--- config.mk ---
export PLATFORM = sky130hd
export DESIGN_NAME = clk_div_freeze
export DESIGN_NICKNAME = d
export VERILOG_FILES = /design/src/rtl/clk_div_pkg.sv /design/src/rtl/release_sync.sv /design/src/rtl/freeze_sample.sv /design/src/rtl/down_counter.sv /design/src/rtl/clk_div_freeze.sv
export SDC_FILE = /design/constraint.sdc
export NUM_CORES = 1
export LEC_CHECK = 0
export ABC_AREA = 0
export BUFFER_PORTS_ARGS = -buffer_cell sky130_fd_sc_hd__buf_2
export CAP_MARGIN = 30
export CORE_AREA = 4 4 41 43
export DETAILED_ROUTE_END_ITERATION = 16
export DIE_AREA = 0 0 45 47
export HOLD_SLACK_MARGIN = 0.12
export PLACE_DENSITY = 0.3
export SLEW_MARGIN = 5
export SYNTH_ARGS = -nofsm -noshare
export SYNTH_HDL_FRONTEND = slang
export SYNTH_SLANG_ARGS = --single-unit
--- constraint.sdc ---
create_clock -name clk -period 1.2 [get_ports clk]
set_input_delay 0.12 -clock clk [delete_from_list [all_inputs] [get_ports clk]]
set_output_delay 0.12 -clock clk [all_outputs]
set_load 0.05 [all_outputs]
--- src/rtl/clk_div_pkg.sv ---
package clk_div_pkg;

  // Next value of a w-bit down-counter (wraps 0 -> all ones).
  function automatic logic [31:0] next_down(input logic [31:0] v, input int unsigned w);
    logic [31:0] mask;
    mask = (32'd1 << w) - 32'd1;
    return (v + mask) & mask;
  endfunction

  // True when a counter bit flips on the next decrement: all lower bits are zero.
  function automatic logic bit_flips(input logic [31:0] v, input int unsigned idx);
    logic [31:0] low;
    low = (32'd1 << idx) - 32'd1;
    return (v & low) == 32'd0;
  endfunction

endpackage

--- src/rtl/release_sync.sv ---
module release_sync #(
  parameter int STAGES = 2
) (
  input  logic clk,
  input  logic rst,
  output logic ready
);
  logic [STAGES-1:0] sh;

  generate
    if (STAGES == 1) begin : g_one
      always_ff @(negedge clk or posedge rst) begin
        if (rst) sh <= '0;
        else     sh <= 1'b1;
      end
    end else begin : g_many
      always_ff @(negedge clk or posedge rst) begin
        if (rst) sh <= '0;
        else     sh <= {sh[STAGES-2:0], 1'b1};
      end
    end
  endgenerate

  assign ready = sh[STAGES-1];

  // once the release has propagated it stays until the next reset
  a_r7_ready_sticks: assert property (@(negedge clk) disable iff (rst)
    ready |=> ready);

endmodule

--- src/rtl/freeze_sample.sv ---
module freeze_sample (
  input  logic clk,
  input  logic rst,
  input  logic freeze,
  output logic frz_q
);
  always_ff @(negedge clk or posedge rst) begin
    if (rst) frz_q <= 1'b0;
    else     frz_q <= freeze;
  end
endmodule

--- src/rtl/down_counter.sv ---
module down_counter #(
  parameter int CNT_W = 3
) (
  input  logic             clk,
  input  logic             rst,
  input  logic             adv,
  output logic [CNT_W-1:0] cnt
);
  import clk_div_pkg::*;

  logic [31:0] cnt_ext;
  logic [31:0] nxt_ext;

  assign cnt_ext = 32'(cnt);
  assign nxt_ext = next_down(cnt_ext, CNT_W);

  always_ff @(posedge clk or posedge rst) begin
    if (rst)      cnt <= '0;
    else if (adv) cnt <= nxt_ext[CNT_W-1:0];
  end

  // LSB flips on every running edge
  a_r1_lsb_toggles: assert property (@(posedge clk) disable iff (rst)
    adv |=> cnt[0] != $past(cnt[0]));

  // bit 1 flips exactly when bit 0 borrows
  a_r2_bit1_borrow: assert property (@(posedge clk) disable iff (rst)
    (adv && !cnt[0]) |=> cnt[1] != $past(cnt[1]));

  a_r2_bit1_keeps: assert property (@(posedge clk) disable iff (rst)
    (adv && cnt[0]) |=> cnt[1] == $past(cnt[1]));

  // no advance means no change
  a_r4_hold: assert property (@(posedge clk) disable iff (rst)
    !adv |=> $stable(cnt));

endmodule

--- src/rtl/clk_div_freeze.sv ---
module clk_div_freeze #(
  parameter int CNT_W       = 3,
  parameter int SYNC_STAGES = 2
) (
  input  logic clk,
  input  logic rst,
  input  logic freeze,
  output logic div2,
  output logic div4,
  output logic div8
);
  logic             rel_ready;
  logic             frz_q;
  logic             run;
  logic [CNT_W-1:0] cnt;

  release_sync #(.STAGES(SYNC_STAGES)) u_rel (
    .clk   (clk),
    .rst   (rst),
    .ready (rel_ready)
  );

  freeze_sample u_frz (
    .clk    (clk),
    .rst    (rst),
    .freeze (freeze),
    .frz_q  (frz_q)
  );

  assign run = rel_ready & ~frz_q;

  down_counter #(.CNT_W(CNT_W)) u_cnt (
    .clk (clk),
    .rst (rst),
    .adv (run),
    .cnt (cnt)
  );

  assign div2 = cnt[0];
  assign div4 = cnt[1];
  assign div8 = cnt[2];

  // rising edges of slower outputs line up with faster ones
  a_r3_div8_aligned: assert property (@(posedge clk) disable iff (rst)
    $rose(div8) |-> ($rose(div4) && $rose(div2)));

  a_r3_div4_aligned: assert property (@(posedge clk) disable iff (rst)
    $rose(div4) |-> $rose(div2));

  // a running edge after a frozen one advances the held value
  a_r5_resume: assert property (@(posedge clk) disable iff (rst)
    (run && $past(!run)) |=> div2 != $past(div2));

  // outputs low whenever reset is held
  always @(negedge clk) begin
    if (rst) begin
      a_r6_reset_low: assert ({div8, div4, div2} == 3'b000);
    end
  end

endmodule

# Word-level counts from Yosys, hierarchy flattened
# Index checks and enable logic that the tools add are counted.
# word_totals
ff_bits	6
latchBits	0
ramBits	0
mem_bits_ro	0
n_memories	0
# classes
add_sub_neg	1
n_mul	0
div	0
order_cmp	0
n_eq_ne	0
n_shift	0
mux	0
n_bitwise	2
reduce_logical	0
# ops
cell	n
adder 3 bit (second input constant)	1
AND 1 bit	1
inverter 1 bit	1

# Depth between registers and ports, before layout
# Gate-level depths: netlist of the first run.
# logic_depth
depth_word	2
depth_mapped	4

# By module
# Synthesis of the first run repeated with hierarchy kept, for this count alone.
# hier_totals
hier_cells	19
area_unflattened_um2	231.5
# by_module_without_submodules
mod	instances	cells_per_inst	area_per_inst_um2	seq_area_each_um2
down_counter	1	12	131.4	75.1
release_sync	1	4	57.6	50.0
freeze_sample	1	2	28.8	25.0
clk_div_freeze	1	1	13.8	0.0

==> results.md, run 1 <==
- Counting the fill cells in the layout gives 142.
- For this run, design rule violations remaining after detail routing come to 0.
- The synthesized netlist contains 9 unique library cells.
- The area of placed instances is 270 µm².
- The worst setup path is launched from a flop.
- The power per cell area is 2780 mW/mm².
- For the final database, setup skew stands at 0.0215 ns.
- The number of buffers created by CTS is 3.
- Setup repair after global routing could not meet its margin everywhere.
- The fraction of final layout cells with drive strength greater than 1 is 34.6%.
- TritonCTS built the clock tree.
- The combinational group share of total power is 41.6%.
- The top cell types in the final layout, fill and taps aside, are buf_2 (5), inv_1 (3), clkbuf_4 (3), dfrtp_1 (3), dfrtn_1 (3).
- The internal power contribution is 0.486 mW.
- The clock transition time at the flip-flop clock pins of the worst setup and hold paths is 0.05 ns.
- The multi-input combinational cells in the finished layout cover a total of 65.1 µm².
- In this run the cell area of the synthesized design comes to 226 µm².
- The via count of the routed design is 142.
- 6 I/O pins were placed.
- The count of synthesis-stage warnings from yosys is 0.
- The die boundary height is 47 µm.
- The sequential element share of the synthesized area is 66.3%.
- The area occupied by registers is 150 µm².
- Entering global routing, the biggest net connects 7 pins.
- The wire-length estimate of the detail-placed layout is 262 µm.
- Global routing consumed, over all layers together, 4.30% of the routing resources.
- The cell count after synthesis is 16.
- After global routing the overflow that remains totals 0.
- Measured along the x axis, the die boundary spans 45 µm.
- The area inside the core boundary is 0.00130 mm².
- Gates resized during post-CTS repair numbered 0.
- Of the total power, the share spent switching nets is 43.0%.
- The total setup violations reported at the end of the flow is 3.
- Counting every net in the synthesized netlist gives 20.
- The number of clock sinks is 6.
- In this run the post-CTS setup repair buffer count came out at 0.
- The routed via count divided by cell count is 3.46.
- The highest fanout seen on the critical path is 2.
- The final worst setup slack is -0.196 ns.
- The share of total power dissipated in the clock network is 23.5%.
- The initial antenna violation count came to 0.
- The total of flip-flops plus latches after synthesis is 6.
- The flow ran to the end, but the final reports show violations.
- The maximum resistive drop on vdd is 0.703 mV.
- The final number of max-transition violations was 0.
- The number of optimization iterations in the first detailed-route pass is 2.
- For the worst setup path, the data arrival time is 1.53 ns.
- The setup path with the least slack is of type flop to flop.
- The effective utilization at floorplan is 17.4%.
- Routability-driven placement finished with a final weighted congestion of 0.602.
- The switching power total is 0.366 mW.
- The finished layout cell area is 307 µm².
- The number of violations of the max-capacitance limit is 0.
- The overall power is 0.852 mW.
- The checks that failed: negative setup slack.
- The via count of the first global-routing pass is 139.
- STA classifies the critical path endpoint as a flop.
- 0 antenna diodes ended up in the layout.
- The die covers 0.00212 mm².
- After the last flow step, the layout net total stands at 31.
- The average instance in the mapped netlist occupies 14.2 µm².
- The proportion of power drawn by flip-flops and latches is 34.9%.
- At the worst endpoint, the required time is 1.33 ns.
- In this run the core area contains 13 standard-cell rows.
- The total of buffers placed on input and output ports is 5.
- The largest buffer count on any clock path is 2.
- The post-detailed-route wirelength per cell is 8.20 µm.
- The buffer type at the clock tree root is clkbuf_4.
- Measured on the finished design, the core utilization comes to 23.6%.
- For this design the static power due to leakage is 0.158 nW.
- The wire length of the first global-routing pass is 531 µm.
- The worst-skew pair later-pin latency is 0.26 ns.
- The total length of routed wires is 336 µm.
- The class of the tightest hold or removal check is flop to flop.
- The H-tree level count is 1.
- The minimum setup slack after placement is -0.192 ns.
- The final antenna-violating net count is 0.
- The library cell used most frequently in the layout, excluding fill and tap cells, is buf_2.
- The number of failing hold endpoints at the final stage is 0.
- Relative to the synthesized area, the layout overhead comes to 35.4%.
- In this run, the number of DRC markers left after iteration 0 of detailed routing was 2.
-- layout make-up --
cell class / count / share of cell area (%)
repair buffers: 6 / 11.4
multi-input cells: 7 / 21.2
clock buffers: 4 / 8.57
inverters: 3 / 3.67
well taps: 15 / 6.12
flip-flops and latches: 6 / 49.0
-- state kept, by name (all words and copies together), names as in the netlist --
| register | count |
|---|---|
| u_rel.sh | 2 |
| u_cnt.cnt | 3 |
| u_frz.frz_q | 1 |
-- final timing paths --
kind                              from      endpoint  slack, ns  cells past startpoint
max in group asynchronous          rst   u_rel.sh[0]       0.17                      3
hold reg to reg            u_rel.sh[0]   u_rel.sh[1]       0.29                      0
setup / recovery           u_rel.sh[1]  u_cnt.cnt[2]      -0.20                      2
hold / removal             u_rel.sh[0]   u_rel.sh[1]       0.29                      0
min in group asynchronous          rst  u_cnt.cnt[2]       0.32                      3
setup reg to reg           u_rel.sh[1]  u_cnt.cnt[2]      -0.20                      2
-- power groups by stage --
stage | clock [mW] | sequential, mW | combinational [mW]
2_1_floorplan | 0 | 0.486 | 0.0913
3_3_place_gp | 0 | 0.300 | 0.353
3_5_place_dp | 0 | 0.303 | 0.361
4_1_cts | 0.212 | 0.300 | 0.364
5_1_grt | 0.228 | 0.302 | 0.384
6_report | 0.200 | 0.298 | 0.354
-- critical path, cell delays in order, from the launching register on --
cell and delay, ns:
dfrtn_1 0.45, nand3b_1 0.10, xnor2_1 0.13
-- layer usage --
layer,share of wire (%),track usage (%),up-vias
met5,0,0,-
met4,0,3.51,0
met3,19,6.51,0
met2,46,5.37,9
li1,-,-,66
met1,35,2.79,67
-- Yosys cell counts, drive strengths merged --
cell type / instances / area [µm²]
conb: 1 / 3.75
ha: 1 / 12.5
dfrtn: 3 / 75.1
dfrtp: 3 / 75.1
inv: 3 / 11.3
nand3b: 1 / 7.51
xnor2: 2 / 17.5
mux2i: 1 / 10.0
nand2b: 1 / 13.8
-- metrics by stage --
step	instances	hold WS, ns	setup TNS (ns)
detailed placement	36	0.0488	-0.531
global route	41	0.294	-0.651
CTS	41	0.295	-0.575
floorplan	16	-0.0891	-0.460
finish	41	0.293	-0.547
global placement	36	0.0440	-0.489
-- kinds of logic after synthesis --
group	Yosys count	synth area share (%)
buffers and inverters	3	4.97
other	1	1.66
and+or+nand+nor	2	9.39
xor gates and xnor gates	2	7.74
muxes	1	4.42
adders and majority gates	1	5.52
DFF	6	66.3
-- timing repair --
item,CTS,global route
setup endpoints to repair,3,3
endpoints found under the hold margin,3,0
pin swaps,0,0
hold buffers,1,0
Power figures use the tool's default switching activity.
==> inputs of run 2 (changes only) <==
ABC_AREA = 1   (was 0)
==> run 2 against run 1 <==
- the run still ends with negative setup slack left
- flip-flop and latch count did not move
- core utilization rose by 0.38 points
- sequential share of layout area fell by 0.79 points
- total power fell by 15%
- hold slack improved by 0.0080 ns
==> results.md, run 2 <==
- Outcome: complete, but fails checks (unchanged).
- Failing checks: negative setup slack (unchanged).
- The endpoint kind of the worst setup timing path was a flop (unchanged).
- The maximum resistive drop on vdd is 0.633 mV (was 0.703 mV).
- The post-layout net count is 38 (was 31).
- The clock tree from TritonCTS is done (unchanged).
- The total setup violations reported at the end of the flow is 3 (unchanged).
- The proportion of power drawn by flip-flops and latches is 37.7% (was 34.9%).
- The worst setup path startpoint is u_rel.sh[1] (unchanged).
- The data arrival time at the worst-slack endpoint is 1.51 ns (was 1.53 ns).
- The largest net degree at the start of global routing came to 7 (unchanged).
- The final worst setup slack came to -0.189 ns (was -0.196 ns).
- The via count of the routed design came to 160 (was 142).
- Top cells by count, synth: inv_1 (5), nand2_1 (5), dfrtn_1 (3), dfrtp_1 (3), nand3_1 (2) (was dfrtn_1 (3), dfrtp_1 (3), inv_1 (3)).
- The class of the tightest hold or removal check is flop to flop (unchanged).
- The largest incremental delay on the critical path is 0.46 ns (was 0.45 ns).
- The cell with the most instances on the worst path is nand2_1.
- The worst hold-check slack was 0.301 ns (was 0.293 ns).
- The final antenna-violating net count came to 0 (unchanged).
- The count of synthesis-stage warnings from yosys was 0 (unchanged).
- The distinct cell type count after synthesis is 10 (was 9).
- The number of buffers created by CTS is 3 (unchanged).
- Area contributors post-synth: dfrtn_1 (32%), dfrtp_1 (32%), inv_1 (8.1%) (was dfrtn_1 (33%), dfrtp_1 (33%), xnor2_1 (7.7%)).
- The combinational group share of total power is 35.3% (was 41.6%).
- The kind of critical path is flop to flop (unchanged).
- The worst-case clock skew was 0.0187 ns (was 0.0215 ns).
- The fraction of final layout cells with drive strength greater than 1 was 27.3% (was 34.6%).
- The number of violations of the max-capacitance limit is 0 (unchanged).
- The initial antenna violation count came to 0 (unchanged).
- The master of the slowest instance on the critical path is dfrtn_1 (unchanged).
- The sequential element share of the synthesized area came to 64.9% (was 66.3%).
- The total length of routed wires is 365 µm (was 336 µm).
- The effective utilization at floorplan is 17.8% (was 17.4%).
- The H-tree level count is 1 (unchanged).
- The global placement routability congestion came to 0.643 (was 0.602).
- The die outline width came to 45 µm (unchanged).
- The overall power is 0.721 mW (was 0.852 mW).
- The post-detailed-route wirelength per cell was 7.60 µm (was 8.20 µm).
- The proportion of synthesized flip-flops having asynchronous set or reset is 100% (unchanged).
- The die boundary height is 47 µm (unchanged).
- The total global-route track usage was 5.41% (was 4.30%).
- The largest register by flop count is u_cnt.cnt (unchanged).
- The area overhead of the layout relative to synthesis was 34.6% (was 35.4%).
- The highest fanout seen on the critical path is 4 (was 2).
- Worst-path cell chain: nand3_1 > nand2_1 > nand2_1 (was nand3b_1 > xnor2_1).
- The number of enable-type register cells in the synthesized netlist came to 0 (unchanged).
- The cell area after technology mapping is 231 µm² (was 226 µm²).
- The final number of max-transition violations is 0 (unchanged).
- The average cell area after synthesis is 10.1 µm² (was 14.2 µm²).
- The clock transition time at the flip-flop clock pins of the worst setup and hold paths is 0.04 ns (was 0.05 ns).
- The number of clock sinks is 6 (unchanged).
- The worst-skew pair later-pin latency is 0.25 ns (was 0.26 ns).
- The count of cells resized by post-cts repair is 0 (unchanged).
- The via count of the first global-routing pass is 160 (was 139).
- The number of placed I/O pins is 6 (unchanged).
- The startpoint type of the worst setup path was a flop (unchanged).
- The clock network fraction of total power is 27.0% (was 23.5%).
- Commonest cells after routing, fill and taps aside: inv_1 (5), nand2_1 (5), buf_2 (5) (was buf_2 (5), inv_1 (3), clkbuf_4 (3), dfrtp_1 (3), dfrtn_1 (3)).
- The routed via count divided by cell count is 3.33 (was 3.46).
- The cell leakage power came to 0.169 nW (was 0.158 nW).
- The cell taking the most area after synthesis was dfrtn_1 (unchanged).
- The power per cell area is 2320 mW/mm² (was 2780 mW/mm²).
- The buffer type at the clock tree root is clkbuf_4 (unchanged).
- The count of routing violations after the opening detailed-route iteration was 2 (unchanged).
- The estimated wirelength of the detail-placed design is 288 µm (was 262 µm).
- Registers with the most flip-flops: u_cnt.cnt: 3 flops, u_rel.sh: 2 flops, u_frz.frz_q: 1 flops (unchanged).
- The number of flip-flops under the largest register name is 3 (unchanged).
- The residual overflow from global routing is 0 (unchanged).
- The total of flip-flops plus latches after synthesis is 6 (unchanged).
- The number of optimization iterations in the first detailed-route pass is 4 (was 2).
- The commonest register cell after synthesis is dfrtp_1 (unchanged).
- The number of antenna repair diodes is 0 (unchanged).
- The hold path startpoint is u_rel.sh[0] (unchanged).
- The total of buffers placed on input and output ports was 5 (unchanged).
- The area inside the core boundary came to 0.00130 mm² (unchanged).
- The switching power total is 0.287 mW (was 0.366 mW).
- The internal power contribution is 0.434 mW (was 0.486 mW).
- The minimum setup slack after placement came to -0.170 ns (was -0.192 ns).
- The switching part of the total came to 39.8% (was 43.0%).
- The top-area cell type share of the netlist area was 32.4% (was 33.1%).
- The number of failing hold endpoints at the final stage was 0 (unchanged).
- The largest buffer count on any clock path was 2 (unchanged).
- The data required time at the worst endpoint is 1.32 ns (was 1.33 ns).
- The net count after synthesis is 27 (was 20).
- The wire length of the first global-routing pass is 662 µm (was 531 µm).
- Unrepaired setup endpoints after global routing: true (unchanged).
- The cell count after synthesis is 23 (was 16).
- The DRC violation count after routing came to 0 (unchanged).
- The origin of the critical flop-to-flop path is u_rel.sh[1] (unchanged).
- The total negative setup slack was -0.528 ns (was -0.547 ns).
- The row count is 13 (unchanged).
- The die footprint came to 0.00212 mm² (unchanged).
## run 2: cell families after synthesis
| group | after synthesis | synth area share, % |
|---|---|---|
| AOI/OAI and AO/OA | 1 | 2.16 |
| other | 1 | 1.62 |
| DFF | 6 | 64.9 |
| and+or+nand+nor | 9 | 17.8 |
| buffers and inverters | 5 | 8.11 |
| adders and majority gates | 1 | 5.40 |
## run 2: power groups by stage
stage          Clock [mW]  Sequential (mW)  Combinational [mW]
6_report            0.195            0.272               0.254
3_5_place_dp            0            0.275               0.258
3_3_place_gp            0            0.274               0.256
4_1_cts             0.209            0.272               0.260
2_1_floorplan           0            0.404              0.0690
5_1_grt             0.229            0.278               0.283
## run 2: stage by stage
stage / area (µm²) / utilization [%] / cells
after floorplan: 231 / - / 23
after global placement: 275 / 21.2 / 43
after detailed placement: 275 / 21.2 / 43
after CTS: 312 / 23.9 / 48
after global routing: 312 / 23.9 / 48
final: 312 / 23.9 / 48
## run 2: cell type report
| class | count | area, µm² |
|---|---|---|
| multi-input cells | 12 | 62.6 |
| inverters | 5 | 18.8 |
| well taps | 15 | 18.8 |
| flip-flops and latches | 6 | 150 |
| clock buffers | 4 | 26.3 |
| repair buffers | 6 | 35.0 |
| fillers | 156 | 990 |
## run 2: metal layers
layer / up-vias / routed length (µm) / track usage (%)
met5: - / 0 / 0
met2: 4 / 157 / 6.21
met3: 2 / 28 / 3.45
li1: 87 / - / -
met4: 0 / 10 / 8.77
met1: 67 / 169 / 5.09
## run 2: worst paths after layout
kind	end	depth (start not counted)	slack (ns)
setup / recovery	u_cnt.cnt[2]	3	-0.19
hold / removal	u_rel.sh[1]	0	0.30
setup reg to reg	u_cnt.cnt[2]	3	-0.19
hold reg to reg	u_rel.sh[1]	0	0.30
max in group asynchronous	u_rel.sh[1]	3	0.17
min in group asynchronous	u_cnt.cnt[0]	3	0.33
## run 2: timing repair
action | in CTS | in global routing
buffers inserted | 0 | 0
setup endpoints to repair | 3 | 3
hold buffers | 1 | 0
endpoints found under the hold margin | 3 | 0
## run 2: worst max-delay path, delay by kind of cell, from the launching register on
family	cells	cell delay (ns)
DFF	1	0.46
and+or+nand+nor	3	0.20
==> inputs of run 3 (changes only) <==
clock period = 1.5 ns   (was 1.2 ns; I/O delays follow)
==> run 3 against run 2 <==
- the run still ends with negative setup slack left
- via count is 3.8% higher
- routed wire length increased by 5.5%
- highest routed layer is now met3
- critical path depth is the same
- flip-flop and latch count stayed put
- design area grew 1.6%
- first-iteration DRC count did not move
- worst setup slack better by 0.15 ns
- clock-buffer cell count did not move
==> results.md, run 3 (same netlist as run 2, synthesis figures left out) <==
- Outcome: complete, but fails checks (unchanged).
- Failing checks: negative setup slack (unchanged).
- The maximum resistive drop on vdd is 0.374 mV (was 0.633 mV).
- The number of buffers created by CTS was 3 (unchanged).
- The effective utilization at floorplan was 17.8% (unchanged).
- The clock tree from TritonCTS is done (unchanged).
- The master of the slowest instance on the critical path is dfrtn_1 (unchanged).
- The area overhead of the layout relative to synthesis was 36.8% (was 34.6%).
- The area inside the core boundary came to 0.00130 mm² (unchanged).
- Worst-path cell chain: nand3_1 > nand2_1 > nand2_1 (unchanged).
- The area of placed instances is 275 µm² (unchanged).
- The share of the core filled with cells is 24.3% (was 23.9%).
- The total length of routed wires came to 385 µm (was 365 µm).
- The power per cell area is 1860 mW/mm² (was 2320 mW/mm²).
- The estimated wirelength of the detail-placed design is 293 µm (was 288 µm).
- Commonest cells after routing, fill and taps aside: inv_1 (5), buf_2 (5) (was inv_1 (5), nand2_1 (5), buf_2 (5)).
- The buffer type at the clock tree root is clkbuf_4 (unchanged).
- The total global-route track usage came to 5.56% (was 5.41%).
- The area occupied by registers is 150 µm² (unchanged).
- The finished layout cell area is 317 µm² (was 312 µm²).
- Registers with the most flip-flops: u_cnt.cnt: 3 flops, u_rel.sh: 2 flops, u_frz.frz_q: 1 flops (unchanged).
- The post-layout net count came to 38 (unchanged).
- The largest incremental delay on the critical path is 0.46 ns (about the same).
- The die outline width is 45 µm (unchanged).
- The kind of critical path is flop to flop (unchanged).
- The largest register by flop count was u_cnt.cnt (unchanged).
- The post-detailed-route wirelength per cell was 8.02 µm (was 7.60 µm).
- The area taken by multi-input logic gates is 67.6 µm² (was 62.6 µm²).
- The cell with the most instances on the worst path is nand2_1 (unchanged).
- The number of flip-flops under the largest register name is 3 (unchanged).
- The H-tree level count is 1 (unchanged).
- The routed via count divided by cell count came to 3.46 (was 3.33).
- The highest fanout seen on the critical path is 4 (unchanged).
- The overall power came to 0.589 mW (was 0.721 mW).
- The proportion of power drawn by flip-flops and latches is 37.1% (was 37.7%).
- The DRC violation count after routing came to 0 (unchanged).
- The class of the tightest hold or removal check is flop to flop (unchanged).
- The combinational group share of total power came to 35.2% (was 35.3%).
- The number of clock sinks was 6 (unchanged).
- The number of placed I/O pins is 6 (unchanged).
- The cell leakage power is 0.169 nW (about the same).
- The final antenna-violating net count came to 0 (unchanged).
- The clock network fraction of total power is 27.7% (was 27.0%).
- The total setup violations reported at the end of the flow came to 3 (unchanged).
- The initial antenna violation count is 0 (unchanged).
- The minimum setup slack after placement is -0.0339 ns (was -0.170 ns).
- The data required time at the worst endpoint is 1.63 ns (was 1.32 ns).
- The total of buffers placed on input and output ports is 5 (unchanged).
- The residual overflow from global routing is 0 (unchanged).
- Unrepaired setup endpoints after global routing: true (unchanged).
- The die footprint is 0.00212 mm² (unchanged).
- The hold path startpoint is u_rel.sh[0] (unchanged).
- The wire length of the first global-routing pass came to 710 µm (was 662 µm).
- The worst-skew pair later-pin latency was 0.26 ns (was 0.25 ns).
- The startpoint type of the worst setup path is a flop (unchanged).
- The data arrival time at the worst-slack endpoint is 1.66 ns (was 1.51 ns).
- The endpoint kind of the worst setup timing path is a flop (unchanged).
- The row count is 13 (unchanged).
- The largest buffer count on any clock path is 2 (unchanged).
- The die boundary height is 47 µm (unchanged).
- The number of fill cells in the layout is 163 (was 156).
- The origin of the critical flop-to-flop path was u_rel.sh[1] (unchanged).
- The count of routing violations after the opening detailed-route iteration is 2 (unchanged).
- The number of antenna repair diodes is 0 (unchanged).
- The internal power contribution was 0.350 mW (was 0.434 mW).
- The number of violations of the max-capacitance limit is 0 (unchanged).
- The total negative setup slack was -0.0740 ns (was -0.528 ns).
- The switching power total is 0.239 mW (was 0.287 mW).
- The number of failing hold endpoints at the final stage is 0 (unchanged).
- The worst setup path startpoint is u_rel.sh[1] (unchanged).
- The total setup buffers inserted after CTS was 0 (unchanged).
- The global placement routability congestion came to 0.603 (was 0.643).
- The largest net degree at the start of global routing is 7 (unchanged).
- The number of optimization iterations in the first detailed-route pass is 2 (was 4).
- The fraction of final layout cells with drive strength greater than 1 came to 33.3% (was 27.3%).
- The clock transition time at the flip-flop clock pins of the worst setup and hold paths is 0.04 ns (about the same).
- The switching part of the total is 40.6% (was 39.8%).
- The final number of max-transition violations is 0 (unchanged).
- The worst-case clock skew is 0.0174 ns (was 0.0187 ns).
- The via count of the routed design is 166 (was 160).
- The via count of the first global-routing pass is 184 (was 160).
- The final worst setup slack is -0.0356 ns (was -0.189 ns).
run 3: cell counts in the layout (fill, tap and decap cells not counted):
No cell type changed its count.
run 3: worst max-delay path: cells and delay by family (launching register included):
| kind | cells | cell delay (ns) |
|---|---|---|
| and+or+nand+nor | 3 | 0.21 |
| DFF | 1 | 0.46 |
run 3: layout make-up:
cell class,instances,share of cell area (%)
well taps,15,5.93
flip-flops and latches,6,47.4
inverters,5,5.93
multi-input cells,12,21.3
clock buffers,4,8.30
repair buffers,6,11.1
run 3: per-layer routing:
layer  track usage [%]  part of all wire [%]  up-vias
li1                  -                     -       88
met1              5.07                    41       74
met2              6.78                    50        4
met3              3.45                   8.3        0
met4              8.77                     0        0
met5                 0                     0        -
run 3: what timing repair did:
action | in CTS | in global routing
resized for setup | 0 | 2
pin swaps | 1 | 1
hold buffers | 1 | 0
endpoints found under the setup margin | 3 | 3
hold endpoints to repair | 3 | 0
run 3: power by group through the flow:
stage,clock network [mW],registers [mW],logic [mW]
global route,0.187,0.227,0.231
floorplan,0,0.323,0.0559
detailed placement,0,0.221,0.206
global placement,0,0.220,0.205
CTS,0.175,0.219,0.209
finish,0.163,0.218,0.207
run 3: path summary, 6_finish.rpt:
check | endpoint | slack (ns) | depth (start not counted)
max | u_cnt.cnt[2] | -0.04 | 3
min | u_rel.sh[1] | 0.30 | 0
max reg2reg | u_cnt.cnt[2] | -0.04 | 3
min reg2reg | u_rel.sh[1] | 0.30 | 0
max in group asynchronous | u_rel.sh[1] | 0.30 | 3
min in group asynchronous | u_cnt.cnt[0] | 0.35 | 3
run 3: through the flow:
step	hold WS [ns]	instances
6_report	0.301	48
3_3_place_gp	0.0756	43
3_5_place_dp	0.0756	43
2_1_floorplan	-0.0591	23
4_1_cts	0.299	48
5_1_grt	0.314	48
